[config.mk]
export PLATFORM = sky130hd
export DESIGN_NAME = txfrm_fifo
export DESIGN_NICKNAME = d
export VERILOG_FILES = /design/src/rtl/txfrm_fifo.sv
export SDC_FILE = /design/constraint.sdc
export NUM_CORES = 1
export LEC_CHECK = 0
export BUFFER_PORTS_ARGS = -buffer_cell sky130_fd_sc_hd__buf_4
export CORE_ASPECT_RATIO = 1.1
export CORE_UTILIZATION = 35
export CTS_CLUSTER_SIZE = 24
export DETAILED_ROUTE_END_ITERATION = 12
export GPL_TIMING_DRIVEN = 0
export PLACE_DENSITY = 0.58
export SETUP_SLACK_MARGIN = 0.05
export SKIP_LAST_GASP = 1
export SYNTH_ARGS = -nofsm -noshare
export SYNTH_HDL_FRONTEND = slang
export SYNTH_SLANG_ARGS = --single-unit
[constraint.sdc]
create_clock -name clk -period 3.5 [get_ports clk]
set_clock_uncertainty 0.05 [all_clocks]
set_input_delay 0.35 -clock clk [delete_from_list [all_inputs] [get_ports clk]]
set_output_delay 0.35 -clock clk [all_outputs]
set_load 0.01 [all_outputs]
[src/rtl/txfrm_fifo.sv]
module txfrm_fifo #(
  parameter int AW = 7,
  parameter int DW = 8
) (
  input  logic          clk,
  input  logic          rst_n,
  input  logic          cfg_autocommit,
  input  logic          push_valid,
  input  logic [DW-1:0] push_data,
  input  logic          pop_req,
  output logic [DW-1:0] pop_data,
  input  logic          cmd_commit,
  input  logic          cmd_discard,
  input  logic          cmd_retry,
  input  logic          cmd_release,
  input  logic          reg_we,
  input  logic [1:0]    reg_sel,
  input  logic [AW-1:0] reg_wdata,
  output logic [AW-1:0] reg_rdata,
  output logic          ovf_o,
  output logic          udf_o
);
  localparam int DEPTH = 1 << AW;
  localparam logic [AW-1:0] ONE = AW'(1);

  logic [DW-1:0] mem [DEPTH];
  logic [AW-1:0] wr_q, rd_q, swr_q, srd_q;

  wire has_data   = rd_q != swr_q;
  wire full       = (wr_q + ONE) == srd_q;
  wire push_try   = push_valid & ~reg_we & ~cmd_discard & ~cmd_commit;
  wire push_ok    = push_try & ~full;
  wire rd_cmd_en  = ~reg_we & ~cfg_autocommit;
  wire retry_do   = rd_cmd_en & cmd_retry;
  wire release_do = rd_cmd_en & cmd_release & ~cmd_retry;
  wire pop_try    = pop_req & ~reg_we & ~retry_do & ~release_do;
  wire pop_ok     = pop_try & has_data;

  assign pop_data = has_data ? mem[rd_q] : '0;

  always_comb begin
    case (reg_sel)
      2'd0:    reg_rdata = wr_q;
      2'd1:    reg_rdata = rd_q;
      2'd2:    reg_rdata = swr_q;
      default: reg_rdata = srd_q;
    endcase
  end

  always_ff @(posedge clk)
    if (push_ok) mem[wr_q] <= push_data;

  always_ff @(posedge clk or negedge rst_n) begin
    if (!rst_n) begin
      wr_q  <= '0;
      rd_q  <= '0;
      swr_q <= '0;
      srd_q <= '0;
      ovf_o <= 1'b0;
      udf_o <= 1'b0;
    end else begin
      ovf_o <= push_try & full;
      udf_o <= pop_try & ~has_data;
      if (reg_we) begin
        case (reg_sel)
          2'd0:    wr_q  <= reg_wdata;
          2'd1:    rd_q  <= reg_wdata;
          2'd2:    swr_q <= reg_wdata;
          default: srd_q <= reg_wdata;
        endcase
      end else begin
        if (cmd_discard)     wr_q  <= swr_q;
        else if (cmd_commit) swr_q <= wr_q;
        else if (push_ok)    wr_q  <= wr_q + ONE;

        if (retry_do)         rd_q  <= srd_q;
        else if (release_do)  srd_q <= rd_q;
        else if (pop_ok) begin
          rd_q <= rd_q + ONE;
          if (cfg_autocommit) srd_q <= srd_q + ONE;
        end
      end
    end
  end

  AST_NO_OVERFLOW: assert property (@(posedge clk) disable iff (!rst_n)
    (push_try && full) |=> (ovf_o && $stable(wr_q)));
  AST_NO_UNDERFLOW: assert property (@(posedge clk) disable iff (!rst_n)
    (pop_try && !has_data) |=> (udf_o && $stable(rd_q) && $stable(srd_q)));
  AST_RD_STEP: assert property (@(posedge clk) disable iff (!rst_n)
    pop_ok |=> rd_q == AW'($past(rd_q) + ONE));
  AST_AUTO_FREE: assert property (@(posedge clk) disable iff (!rst_n)
    (pop_ok && cfg_autocommit) |=> srd_q == AW'($past(srd_q) + ONE));
  AST_COMMIT: assert property (@(posedge clk) disable iff (!rst_n)
    (cmd_commit && !cmd_discard && !reg_we) |=> swr_q == $past(wr_q));
  AST_DISCARD: assert property (@(posedge clk) disable iff (!rst_n)
    (cmd_discard && !reg_we) |=> wr_q == $past(swr_q));
endmodule

Word level (Yosys, flattened, before mapping)
Memories as Yosys holds them, arrays and structs flattened.
Cells that the tools add are included.
Widths: inputs -> output; s select.
{"block": "word_totals", "regBits": 30, "mem_bits_rw": 1024, "inputBits": 27, "output_inout_bits": 17, "wordCells": 80, "n_memories": 1}
{"block": "classes", "addsub": 3, "n_eq_ne": 12, "mux": 24, "bitwise_logic": 23, "reduce_logical": 11}
{"memory": "mem", "depth": 128, "word_bits": 8, "read_ports": 1, "rd_clocked_by_memory_dff": 0, "wr": 1, "line": "26", "source": "logic [DW-1:0] mem [DEPTH];"}
{"cell": "$mux 7", "n": 20}
{"cell": "$add 7x1->7 const B", "n": 3}
{"cell": "$pmux 7 s3", "n": 1}
{"cell": "$and 1x1->1", "n": 14}
{"cell": "$reduce_bool 3->1", "n": 4}
{"cell": "$not 1->1", "n": 9}
{"cell": "$reduce_and 3->1", "n": 3}
{"cell": "$mux 8", "n": 1}
{"cell": "$ne 2x1->1 const B", "n": 4}
{"cell": "$eq 7x7->1", "n": 1}
{"cell": "$ne 7x7->1", "n": 1}
{"cell": "$ne 2x2->1 const B", "n": 2}
{"cell": "$reduce_and 4->1", "n": 1}
{"cell": "$ne 3x1->1 const B", "n": 1}
{"cell": "$ne 3x3->1 const B", "n": 1}
{"cell": "$reduce_or 3->1", "n": 1}
{"cell": "$eq 2x1->1 const B", "n": 1}
{"cell": "$eq 2x2->1 const B", "n": 1}
{"cell": "$logic_not 2->1", "n": 1}
{"cell": "$mux 1", "n": 2}
{"cell": "$reduce_bool 2->1", "n": 1}

Logic depth before layout (Yosys ltp)
Gate-level depths: netlist of run 1.
{"block": "logic_depth", "word_depth": 11, "depth_mapped": 12, "depth_no_buf": 7}

Worst setup path before layout of run 1
Ideal clock, no wire load.
{"block": "synth_path", "kind": "reg-to-reg", "from": "register wr_q[0]", "to": "memory mem[76][0] (enable)", "setup_time_ps": 370, "arrival_ps": 2383, "required_ps": 3080, "slack_ps": 697, "path_stages_with_launch": 10, "path_buffers": 2, "period_less_slack_ps": 2803, "cell_sequence": "dfrtp_1 ha_1 nand3_1 nor2_1 xor3_1 o31ai_2 or4b_1 clkbuf_1 buf_2 nor2_1"}
{"block": "synth_via", "elab_chain_cells": 6}
{"item": "from (decl)", "line": "27", "source": "logic [AW-1:0] wr_q, rd_q, swr_q, srd_q;"}
{"item": "from (signal assigned)", "line": "66", "source": "2'd0: wr_q <= reg_wdata;"}
{"item": "from (signal assigned)", "line": "72", "source": "if (cmd_discard) wr_q <= swr_q;"}
{"item": "from (signal assigned)", "line": "74", "source": "else if (push_ok) wr_q <= wr_q + ONE;"}
{"item": "$add 7x1->7", "line": "30", "source": "wire full = (wr_q + ONE) == srd_q;"}
{"item": "$eq 7x7->1", "line": "30"}
{"item": "$not 1->1", "line": "32", "source": "wire push_ok = push_try & ~full;"}
{"item": "$and 1x1->1", "line": "32"}
{"item": "$mux 1", "line": "51", "source": "if (push_ok) mem[wr_q] <= push_data;"}
{"item": "$mux 1 (not written as such)", "line": "51"}
{"item": "to (decl)", "line": "26"}
Parallel ways exist; a longest one is shown, timed or not.

Worst setup path in the final report of run 1
{"block": "layout_path", "from": "register rd_q[1]", "to": "output pop_data[3]"}
{"block": "layout_via", "elab_chain_cells": 2, "word_cells_on_any_way": 3, "cone_classes": "1 x eq/ne; 1 x mux; 1 x memory"}
{"item": "from (decl)", "line": "27"}
{"item": "from (signal assigned)", "line": "67", "source": "2'd1: rd_q <= reg_wdata;"}
{"item": "from (signal assigned)", "line": "76", "source": "if (retry_do) rd_q <= srd_q;"}
{"item": "from (signal assigned)", "line": "79", "source": "rd_q <= rd_q + ONE;"}
{"item": "$mem_v2 128x8 / $ne 7x7->1 (equally long branches)"}
{"item": "$mux 8 *", "line": "39", "source": "assign pop_data = has_data ? mem[rd_q] : '0;"}
{"item": "to (decl)", "line": "11", "source": "output logic [DW-1:0] pop_data,"}
Every way passes the cells marked *; elsewhere a longest branch is shown, timed or not.

==> results of run 1 <==
==> state kept, by name, summed over array words and instances, names as in the netlist <==
signal and cells:
wr_q 7, ovf_o 1, mem 1024, rd_q 7
swr_q 7, srd_q 7, udf_o 1
==> per-stage QoR <==
step / setup slack [ns] / hold WS, ns
3_5_place_dp: -1.91 / 0.270
2_1_floorplan: 0.697 / 0.00441
6_report: -0.812 / 0.0428
4_1_cts: -0.762 / 0.00962
3_3_place_gp: -2.47 / 0.262
5_1_grt: -0.804 / 0.0450
==> repair_timing <==
action	in CTS	in global routing
pin swaps	41	27
gates resized for setup	349	87
hold buffers	7	2
cloned	4	1
buffers inserted	60	18
setup endpoints to repair	1029	434
endpoints found under the hold margin	36	47
==> power by group through the flow <==
stage	sequential, uW	clock [uW]	combinational, uW
finish	14100	11600	10900
global route	14100	12100	11100
CTS	14100	11600	10300
detailed placement	14400	0	8770
global placement	14300	0	8690
floorplan	14300	0	5000
==> metal layers <==
metal | up-vias | wire [um] | track usage
met5 | - | 0 | 0
met1 | 12300 | 51600 | 0.277
met3 | 250 | 11100 | 0.0464
met2 | 1219 | 61200 | 0.328
li1 | 9320 | - | -
met4 | 0 | 4670 | 0.0823
==> worst paths after layout <==
check	depth (start not counted)	slack, ns	endpoint	from
min in group asynchronous	2	0.10	srd_q[2]	rst_n
setup / recovery	10	-0.81	pop_data[3]	rd_q[1]
setup reg to reg	8	0.01	mem[106][1]	wr_q[1]
hold / removal	1	0.04	mem[85][2]	push_data[2]
hold reg to reg	2	0.58	swr_q[5]	swr_q[5]
max in group asynchronous	2	2.96	rd_q[1]	rst_n
==> cells by family after synthesis <==
family / count (synthesis)
compound gates: 192
buf+inv: 144
flops: 1054
xor+xnor: 29
fa+ha+maj: 3
simple gates: 318
mux: 407
==> worst max-delay path, cell delays in order (launching register included) <==
cell,delay (ns)
dfrtp_2,0.49
buf_6,0.25
buf_8,0.28
nor2_1,0.12
buf_4,0.27
a22oi_1,0.24
a21oi_2,0.15
o41ai_4,0.63
a21oi_4,0.15
nor3b_4,0.44
buf_6,0.17
==> cells in the final DEF (no fill, tap or decap), types with 14 or more instances in the layout <==
master	count
nor2_4	35
clkbuf_1	33
xnor2_1	15
nand2_1	62
mux2i_1	151
nor2_2	63
bufinv_16	14
nor2_1	72
clkinv_1	27
mux2_2	18
buf_12	16
edfxtp_1	1024
dfrtp_1	29
clkbuf_16	107
mux4_1	26
nand3_1	20
buf_16	31
buf_6	29
buf_4	110
o21ai_0	19
mux4_2	203
a21oi_1	26
a22oi_1	56
clkinv_2	20
==> layout make-up <==
type                       count  area, um^2
clock buffer                 120        2740
multi-input combinational    949       11100
buffer                       127        1500
fill                       10300       68900
timing repair buffer         139        1450
tap                         1620        2030
sequential                  1054       31500
clock inverter                70         776
inverter                       9        33.8
==> results.md, run 1 <==
* Pwr per Cell Area at between 700 and 800 nW/um^2
* Largest net degree at the start of global routing at approximately 130
* CTS Buf Count at 105
* Clk network pwr share at 0.316
* Internal at about 25000 uW
* Lkg Pwr at approximately 0.016 uW
* Final setup viols at 8
* DRT Pass-1 Iters at 6
* XOR/XNOR Fraction of Synth Area at 0.00700
* Top cells by area, synth: edfxtp_1 (72%), mux4_2 (11%), mux2i_1 (3.6%)
* RSZ-0062 raised after global routing: true
* Largest family of logic cells by synthesized area: multiplexers
* Clk pin slew, worst setup/hold paths at 0.06 ns
* Post-synthesis mux area share at 0.166
* Initial detailed-routing violation count at just under 3000
* Layout area overhead at 20.1%
* CTS Buffer Depth at 3
* Synth Area in Compound Gates at 0.0309
* Most common cell in the netlist: edfxtp_1
* FP Rows at ~130
* Hold Crit Class: in2reg
* Die Width at 334 um
* Post-Synthesis Cells at around 2100
* CTS Root Cell: clkbuf_16
* CP Capture Type: output pin
* GRT overflow at 0
* Maximum VDD drop at a little over 0.0004 V
* Hpwl dp at around 81 mm
* Worst-Margin Slew at between 1 and 1.5 ns
* Placed Area at roughly 45000 um^2
* Quantity of I/O buffers inserted on ports at 42
* Crit path launch type: register
* # diodes at 0
* Status: finished, violations left
* Tot Pwr at approximately 37000 uW
* Setup_tns at -5.54 ns
* Layout Cells excl Fill at roughly 4100
* CTS tree: yes
* Worst Path Max Fanout at 10
* Net Sw Frac at 0.312
* Synthesized cell area at around 43000 um^2
* DP Cell Count at roughly 3800
* Initial antenna violation count at 1
* DRT Wirelength at about 130 mm
* Sink Count at 1054
* Core area at ~120000 um^2
* Final Hold Fails at 0
* Final Util at 0.426
* CP Class: reg2out
* Comb pwr share at 0.298
* Antenna-violating nets left at 0
* Worst Path Required at a little over 3 ns
* # nets final at 2415
* Post-synth EDFFs at just over 1000
* Max-cap check violation count at 0
* Wirelength per Cell at roughly 31 um
* Synth Register Bits at approximately 1100
* Distinct cells, synth at 64
* Fmax achieved at roughly 230 MHz
* WP data arrival at roughly 4 ns
* Initial Util at 0.355
* H-Tree Depth at 3
* Post-route cell area at 51100 um^2
* Worst skew pair latency at roughly 0.7 ns
* Synth top cells by count: edfxtp_1 (1024), mux4_2 (202), nor2_1 (170), mux2i_1 (155), a22oi_1 (64)
* Adder-Cell Fraction of Synth Area at 0.000882
* Number of global-route vias before repair at around 23000
* Slew Limit Fails at 0
* Total GRT Usage at 0.207
* GP Congestion at between 0.9 and 1
* Die area at around 120000 um^2
* Switching pwr at approximately 11000 uW
* Tmin final at approximately 4.3 ns
* Total nets after synthesis at around 2200
* Detailed-route DRC error count at 0
* Crit share post-route at 1.23
* Routed vias at roughly 23000
* Seq pwr share at 0.386
* Die height at roughly 370 um
* Final worst setup slack at -0.812 ns
* Most common flop cell mapped by yosys: edfxtp_1
* Layout cells sized above 1 at 0.319
* Failing checks: negative setup slack
* Syn avg cell area at between 15 and 20 um^2
* First-pass GRT wire length at 179 mm
* FFs w/ async S/R, synth at 0.0285
* Seq/Total Area, Yosys at 0.741
* Synth Warn # at 0
* Most area-hungry cell type in the Yosys netlist: edfxtp_1
* Vias/cell at around 5.7
* Post-Synth Simple-Gate Area at 0.0329
* Rel. slew slack at 0.0509
* Num ports at 44
* Yosys top cell area share at 0.723
(Power assumes the default switching activity.)
==> run 2, diff against run 1 <==
clock period = 4.39 ns   (was 3.5 ns; I/O delays follow)
==> results.md, run 2 (same netlist as run 1, synthesis figures left out) <==
* Status: finished, violations left
* Failing checks: negative setup slack
* Antenna-violating nets left at 0
* DRT Pass-1 Iters at 5
* Fmax achieved at 227 MHz
* CTS Root Cell: clkbuf_16
* Worst-Margin Slew at 1.44 ns
* GRT overflow at 0
* Max-cap check violation count at 0
* Crit share post-route at 1.00
* Crit path launch type: register
* M1 wire length at approximately 51 mm
* Switching pwr at between 8000 and 9000 uW
* CP most frequent cell: buf_16
* Initial detailed-routing violation count at ~3000
* DR top layer: met4
* Net Sw Frac at 0.309
* Slowest CP cell: nor4_4
* Comb pwr share at 0.286
* CP Cell Sequence: buf_12 -> buf_16 -> buf_16 -> buf_16 -> buf_16 -> buf_12 -> mux2i_1 -> a22oi_1 -> a21oi_2 -> nor4_4 -> o21ai_2 -> nor3_4 -> buf_6
* Maximum VDD drop at approximately 0.00032 V
* DP Cell Count at 3810
* Met2 WL post-DR at around 60 mm
* Layout cells sized above 1 at 0.264
* GP Congestion at approximately 0.93
* Pwr per Cell Area at ~570 nW/um^2
* Initial antenna violation count at 2
* Wirelength per Cell at roughly 31 um
* Worst Path Max Fanout at 10
* WHS at approximately 0.07 ns
* Vias/cell at ~5.6
* Post-place setup slack at -1.11 ns
* CTS Buffer Depth at 3
* CTS Buf Count at between 100 and 150
* Most flops, register: mem
* Clk pin slew, worst setup/hold paths at about 0.070 ns
* CP Class: reg2out
* Die area at 123000 um^2
* Total GRT Usage at 0.205
* Max reg flops at 1024
* CP Capture Type: output pin
* Initial Util at 0.355
* Number of global-route vias before repair at about 23000
* FILL cells at between 10000 and 15000
* RSZ-0062 raised after global routing: true
* Hold Crit Class: in2reg
* Met3 WL at 11.1 mm
* Commonest non-fill, non-tap cells in the layout: edfxtp_1 (1024), mux4_2 (202), nor2_1 (166)
* Layout Cells excl Fill at 4077
* Worst Path Required at ~3.9 ns
* # nets final at roughly 2400
* Detailed-route DRC error count at 0
* CTS tree: yes
* Sink Count at 1054
* Core area at between 100000 and 150000 um^2
* Reg area at roughly 32000 um^2
* Rel. slew slack at 0.0350
* DRT Wirelength at ~130 mm
* Tmin final at ~4.4 ns
* Final Hold Fails at 0
* Num ports at 44
* Seq pwr share at 0.393
* Die height at roughly 370 um
* Die Width at roughly 330 um
* WP data arrival at about 3.9 ns
* First-pass GRT wire length at ~180 mm
* Routed vias at 23000
* Quantity of I/O buffers inserted on ports at 42
* H-Tree Depth at 3
* Placed Area at about 45000 um^2
* FP Rows at roughly 130
* Layout area overhead at 17.8%
* Post-route cell area at ~50000 um^2
* Hpwl dp at between 80 and 90 mm
* Slew Limit Fails at 0
* Worst skew pair latency at just under 0.7 ns
* Internal at just under 20000 uW
* Final setup viols at 1
* Final worst setup slack at -0.00736 ns
* Multi-input logic area at ~10000 um^2
* Clk network pwr share at 0.321
* Most common cell after layout, fill and taps aside: edfxtp_1
* Largest stage delay, worst path at 0.59 ns
* Largest net degree at the start of global routing at ~130
* Lkg Pwr at 0.0161 uW
[run 2: cell count changes in the layout (fill, tap and decap cells not counted), moves of 4 or more]
| cell | previous run | this run |
|---|---|---|
| dlygate4sd3_1 | 9 | 4 |
| nor2_4 | 35 | 0 |
| clkbuf_1 | 33 | 43 |
| clkbuf_4 | 11 | 7 |
| buf_6 | 29 | 17 |
| a22oi_1 | 56 | 61 |
| or4_1 | 1 | 5 |
| a22oi_2 | 8 | 3 |
| nor2_1 | 72 | 166 |
| or4_4 | 4 | 0 |
| buf_16 | 31 | 27 |
| nor2_2 | 63 | 4 |
| buf_2 | 8 | 16 |
[run 2: routing by layer]
metal | track usage | vias to the layer above
li1 | - | 9280
met1 | 0.275 | 12200
met2 | 0.329 | 1202
met3 | 0.0432 | 274
met4 | 0.0776 | 0
met5 | 0 | -
[run 2: power groups by stage]
stage               sequential [uW]  clock (uW)  combinational, uW
CTS                           11200        9270               7890
detailed placement            11400           0               7000
finish                        11200        9190               8200
global route                  11200        9620               8390
floorplan                     11400           0               3980
global placement              11400           0               6930
[run 2: critical path, delay by kind of cell, from the launching register on]
kind / cells / cell delay, ns
buffers and inverters: 7 / 1.10
DFF: 1 / 0.42
and+or+nand+nor: 2 / 0.96
muxes: 1 / 0.13
AOI/OAI and AO/OA: 3 / 0.54
[run 2: area by class of cell]
| type | instances | share of cell area |
|---|---|---|
| Clock buffer | 120 | 0.0546 |
| Timing Repair Buffer | 119 | 0.0225 |
| Clock inverter | 70 | 0.0155 |
| Buffer | 135 | 0.0289 |
| Multi-Input combinational cell | 949 | 0.209 |
| Tap cell | 1620 | 0.0405 |
| Inverter | 9 | 0.000674 |
| Antenna cell | 1 | 0.0000500 |
| Sequential cell | 1054 | 0.629 |
[run 2: per-stage QoR]
stage / power, uW / setup TNS [ns] / util
6_report: 28600 / -0.00736 / 0.418
5_1_grt: 29300 / -0.0314 / 0.418
4_1_cts: 28400 / -0.000526 / 0.414
3_5_place_dp: 18400 / -5.10 / 0.374
3_3_place_gp: 18400 / -6.36 / 0.374
2_1_floorplan: 15400 / 0 / -
[run 2: final timing paths]
check / from / endpoint / slack, ns / cells after the start
hold / removal: reg_wdata[1] / swr_q[1] / 0.07 / 3
hold reg to reg: swr_q[5] / swr_q[5] / 0.59 / 2
setup reg to reg: wr_q[5] / mem[34][2] / 0.10 / 9
setup / recovery: rd_q[0] / pop_data[4] / -0.007 / 13
min in group asynchronous: rst_n / udf_o / 0.18 / 2
max in group asynchronous: rst_n / rd_q[1] / 3.78 / 2
[run 2: what timing repair did]
| item | CTS | global route |
|---|---|---|
| pin swaps | 23 | 23 |
| cloned | 1 | 0 |
| endpoints found under the setup margin | 9 | 16 |
| endpoints found under the hold margin | 32 | 0 |
| hold buffers | 4 | 0 |
| resized for setup | 195 | 39 |
| setup buffers | 52 | 15 |
